### config.mk
export PLATFORM = sky130hd
export DESIGN_NAME = tx_sched_arb
export DESIGN_NICKNAME = d
export VERILOG_FILES = /design/src/rtl/tx_sched_arb.sv
export SDC_FILE = /design/constraint.sdc
export NUM_CORES = 1
export LEC_CHECK = 0
export ABC_AREA = 1
export BUFFER_PORTS_ARGS = -buffer_cell sky130_fd_sc_hd__buf_2
export CORE_MARGIN = 1
export CORE_UTILIZATION = 39
export CTS_CLUSTER_SIZE = 20
export DETAILED_ROUTE_END_ITERATION = 16
export PLACE_DENSITY = 0.62
export SLEW_MARGIN = 30
export SYNTH_ARGS = -nofsm -noshare
export SYNTH_HDL_FRONTEND = slang
export SYNTH_SLANG_ARGS = --single-unit
### constraint.sdc
create_clock -name clk -period 61.1 [get_ports clk]
set_input_delay 15.275 -clock clk [delete_from_list [all_inputs] [get_ports clk]]
set_output_delay 15.275 -clock clk [all_outputs]
set_load 0.01 [all_outputs]
### src/rtl/tx_sched_arb.sv
module tx_sched_arb #(
  parameter int NCLI      = 5,
  parameter int CID_W     = 3,
  parameter int NWREG     = 2,
  parameter int LEN_W     = 16,
  parameter int CRD_W     = 20,
  parameter int SLOT_W    = 9,
  parameter int SHARE_W   = 8,
  parameter int CRD_BOUND = 20480,
  parameter int WGT_SCALE = 20480
) (
  input  logic                      clk,
  input  logic                      rst_n,
  input  logic [NCLI-1:0]           req,
  input  logic                      pkt_done,
  input  logic [LEN_W-1:0]          pkt_len,
  input  logic [NCLI*CID_W-1:0]     cfg_prio_map,
  input  logic [NCLI-1:0]           cfg_strict,
  input  logic [NCLI-1:0]           cfg_wfq,
  input  logic [SLOT_W-1:0]         cfg_slots,
  input  logic [NWREG*CID_W-1:0]    cfg_crd_map,
  input  logic                      bw_load,
  input  logic [NWREG*SHARE_W-1:0]  bw_share,
  output logic [NCLI-1:0]           gnt
);
  localparam int WGT_W = $clog2(WGT_SCALE + 1);
  localparam int TOT_W = SHARE_W + $clog2(NWREG) + 1;
  localparam int PRD_W = SHARE_W + WGT_W;
  localparam logic signed [CRD_W:0] BND = CRD_BOUND;

  logic [NCLI-1:0]          gnt_q;
  logic signed [CRD_W-1:0]  crd_q  [NWREG];
  logic signed [CRD_W-1:0]  crd_nx [NWREG];
  logic [WGT_W-1:0]         wgt_q  [NWREG];
  logic [WGT_W-1:0]         wgt_new[NWREG];
  logic [SLOT_W-1:0]        run_q;

  wire held = |gnt_q;
  wire done = pkt_done & held;
  wire tick = done | ~held;

  function automatic logic [NCLI-1:0] pick(input logic [NCLI-1:0] m,
                                           input logic [NCLI*CID_W-1:0] pm);
    logic [NCLI-1:0]  oh;
    logic [CID_W-1:0] id;
    pick = '0;
    for (int p = 0; p < NCLI; p++) begin
      id = pm[p*CID_W +: CID_W];
      oh = NCLI'(1) << id;
      if ((m & oh) != '0) pick = oh;
    end
  endfunction

  for (genvar k = 0; k < NWREG; k++) begin : g_crd
    logic [CID_W-1:0]  cm;
    logic              mine;
    logic signed [CRD_W:0] acc;
    assign cm   = cfg_crd_map[k*CID_W +: CID_W];
    assign mine = |(gnt_q & (NCLI'(1) << cm));
    always_comb begin
      acc = {crd_q[k][CRD_W-1], crd_q[k]} + $signed({{(CRD_W+1-WGT_W){1'b0}}, wgt_q[k]});
      if (acc > BND) acc = BND;
      crd_nx[k] = acc[CRD_W-1:0];
      if (done && mine)
        crd_nx[k] = acc[CRD_W-1:0] - $signed({{(CRD_W-LEN_W){1'b0}}, pkt_len});
    end
  end

  logic [NCLI-1:0] cok;
  always_comb begin
    cok = '1;
    for (int c = 0; c < NCLI; c++)
      for (int k = 0; k < NWREG; k++)
        if (cfg_crd_map[k*CID_W +: CID_W] == CID_W'(c) && crd_nx[k] < 0)
          cok[c] = 1'b0;
  end

  logic [TOT_W-1:0] tot;
  logic             shr_ok;
  always_comb begin
    tot    = '0;
    shr_ok = 1'b1;
    for (int k = 0; k < NWREG; k++) begin
      tot = tot + TOT_W'(bw_share[k*SHARE_W +: SHARE_W]);
      if (bw_share[k*SHARE_W +: SHARE_W] == '0) shr_ok = 1'b0;
    end
    for (int k = 0; k < NWREG; k++)
      wgt_new[k] = shr_ok
        ? WGT_W'((PRD_W'(bw_share[k*SHARE_W +: SHARE_W]) * PRD_W'(WGT_SCALE)) / PRD_W'(tot))
        : wgt_q[k];
  end

  wire [NCLI-1:0] st_e  = req & cfg_strict;
  wire [NCLI-1:0] wq_e  = req & ~cfg_strict & cfg_wfq & cok;
  wire [NCLI-1:0] pl_e  = req & ~cfg_strict & ~cfg_wfq;
  wire            lim   = (cfg_slots != '0) && (run_q >= cfg_slots);
  wire            blk   = lim && |(wq_e | pl_e);
  wire [NCLI-1:0] win_s = blk ? '0 : pick(st_e, cfg_prio_map);
  wire [NCLI-1:0] win_w = pick(wq_e, cfg_prio_map);
  wire [NCLI-1:0] win_p = pick(pl_e, cfg_prio_map);
  wire [NCLI-1:0] win   = |win_s ? win_s : (|win_w ? win_w : win_p);

  always_ff @(posedge clk) begin
    if (!rst_n) begin
      gnt_q <= '0;
      run_q <= '0;
      for (int k = 0; k < NWREG; k++) begin
        crd_q[k] <= '0;
        wgt_q[k] <= '0;
      end
    end else begin
      if (tick) begin
        gnt_q <= win;
        for (int k = 0; k < NWREG; k++) crd_q[k] <= crd_nx[k];
        if (|win_s)
          run_q <= lim ? SLOT_W'(1) : ((cfg_slots == '0) ? run_q : run_q + SLOT_W'(1));
        else if (|win)
          run_q <= '0;
      end
      if (bw_load)
        for (int k = 0; k < NWREG; k++) wgt_q[k] <= wgt_new[k];
    end
  end

  assign gnt = gnt_q;
endmodule

==> results.cfg <==
[outcome]
outcome = complete, no violations

[critical_path]
worst-path-max-fanout = 53
cpMaxStageDelayCell = buf_4
start_kind = primary input
worstPathRequired_ns = 61.21
cpPeakStageDelay_ns = 0.66
cpMostUsedCell = nand2_1
worstSetupPathType = in -> reg
end_kind = register
cp.arrival_ns = 57.47

[synthesis]
synth_edf_count = 70
yosysMostFrequentCell = nand2_1
avgSynthCellArea_sq_um = 6.07
syn_inst = 5515
synth_top_cell_by_area = ha_1
ys_types = 89
synth-seq-cells = 84
synth_common_cells = nand2_1, inv_1, nor2_1, ha_1, nand3_1
synth.area.top_cells = ha_1, nand2_1, inv_1, edfxtp_1, nand3_1
ys_warn_count = 0
yosysTopAreaCellShare_pct = 15.8
synth_area_sq_um = 33500
syn_nets = 6029
async_reset_ff_share_pct = 0
yosys_most_used_dff = edfxtp_1
yosysSeqAreaShare_pct = 7.11

[global_routing]
grt_pass1_vias = 32646
grt_max_degree = 54
grt-ovfl-total = 0
grt_pass1_wl_mm = 160
globalRouteTotalUtil_pct = 21.8
antenna_found_initial = 0

[route]
viasPerCell = 5.21
drt_iter0_markers = 2269
drt_pass1_iterations = 6
drtAntennaViolNets = 0
wirelength_mm = 97.9
wire_per_inst_um = 14.4
vias = 35493
drc = 0

[hold_path]
hold_class = reg -> reg

[final_layout]
area_growth_pct = 8.85
final_cell_area_sq_um = 36400
n_antenna_cell = 0
drive_gt1_share_pct = 13.3
nets = 6174

[die]
ios = 86
fp.dieH_um = 295
dieArea_sq_um = 87000
core_area_sq_um = 85100
num_rows = 107
die_x_um = 295
start_util_pct = 39.3

[clocking]
ctsHtreeMaxLevel = 3
cts_tree = yes
cts.path.max_buffers = 2
path_clk_slew_ns = 0.07
cts_buffers = 9
clock_latency_ns = 0.36
cts_sinks = 84
root_buffer = clkbuf_16

[timing]
slew-limit-headroom_pct = 34.5
finalCritPeriodShare_pct = 93.9
max_freq_ghz = 0.0174
finClkSkew_ns = 0.0141
finalSetupViolCount = 0
post-route-min-period_ns = 57.36
tightestPinTransition_ns = 0.982
tns_ns = 0
maxSlewViolCount = 0
hold_violations = 0

[job]
max-cap-violations = 0

[place]
dpl_cell_area_sq_um = 35100
gp_congestion = 0.937
portBuffers = 85
hpwlAfterDp_mm = 78.2
layout make-up:
cell class / count / area (sq um)
timing repair buffer: 215 / 1400
sequential: 84 / 2380
tap: 1144 / 1430
clock buffer: 9 / 225
inverter: 866 / 3310
fill: 9137 / 48700
multi-input combinational: 4483 / 27600
timing repair inverter: 1 / 7.51
clock inverter: 7 / 65.1
routing by layer:
layer	routed length [um]	track usage [%]	share of wire [%]	up-vias
met1	47700	30.2	49	15915
met3	4150	1.12	4.2	130
met4	2040	4.75	2.1	0
met5	0	0	0	-
met2	44100	37.1	45	806
li1	-	-	-	18642
flip-flops by register name, summed over array words and instances, names as in the netlist:
register	flops
crd_q	40
gnt	5
run_q	9
wgt_q	30
cells in the final DEF, fill, tap and decap left out, types with 51 or more instances in the layout:
| master | instances |
|---|---|
| a21oi_1 | 315 |
| buf_2 | 85 |
| buf_4 | 130 |
| edfxtp_1 | 70 |
| ha_1 | 422 |
| inv_1 | 784 |
| nand2_1 | 1259 |
| nand2_2 | 135 |
| nand3_1 | 356 |
| nand4_1 | 124 |
| nor2_1 | 420 |
| nor2_2 | 51 |
| nor3_1 | 84 |
| o21ai_0 | 324 |
| o21ai_1 | 82 |
| xnor2_1 | 146 |
| xor2_1 | 197 |
cells by family (layout without fill, tap and decap cells):
logic type	count (synthesis)	count (layout)	share of synthesized area, %
xor gates and xnor gates	345	345	9.10
buffers and inverters	955	1098	11.7
AOI/OAI and AO/OA	1004	1004	17.3
DFF	84	84	7.11
adders and majority gates	433	433	16.4
and+or+nand+nor	2694	2701	38.4
repair_timing:
action | 4_1_cts | 5_1_grt
endpoints found under the setup margin | 1 | 5
gates resized for setup | 3 | 110
setup buffers | 0 | 83
cloned | 0 | 8
hold endpoints to repair | 0 | 0
hold buffers | 0 | 0
pin swaps | 0 | 37
worst max-delay path, delay by kind of cell:
kind,cells,cell delay [ns]
AO/OA/AOI/OAI,108,16.70
AND/OR/NAND/NOR,118,13.76
adder cells (fa/ha/maj),24,7.75
buffers and inverters,33,3.90
worst paths after layout:
check	depth (start not counted)	endpoint	startpoint	slack, ns
worst max-delay path	283	wgt_q[0][0]	bw_share[0]	3.74
worst max register to register	63	run_q[7]	wgt_q[0][15]	49.84
worst min-delay path	2	run_q[7]	run_q[7]	0.51
worst min register to register	2	run_q[7]	run_q[7]	0.51
through the flow:
stage               hold slack (ns)  worst slack, ns  instances  util, %
CTS                           0.507          0.00679       6718     41.6
global route                  0.540           -0.192       6809     42.8
detailed placement            0.495           -0.788       6702     41.2
finish                        0.505             3.74       6809     42.8
floorplan                     0.467             3.17       5515        -
global placement              0.493           -0.434       6702     41.2
Power is not shown: default switching activity piles up to over one toggle a cycle in this logic, so the estimate is an artifact.
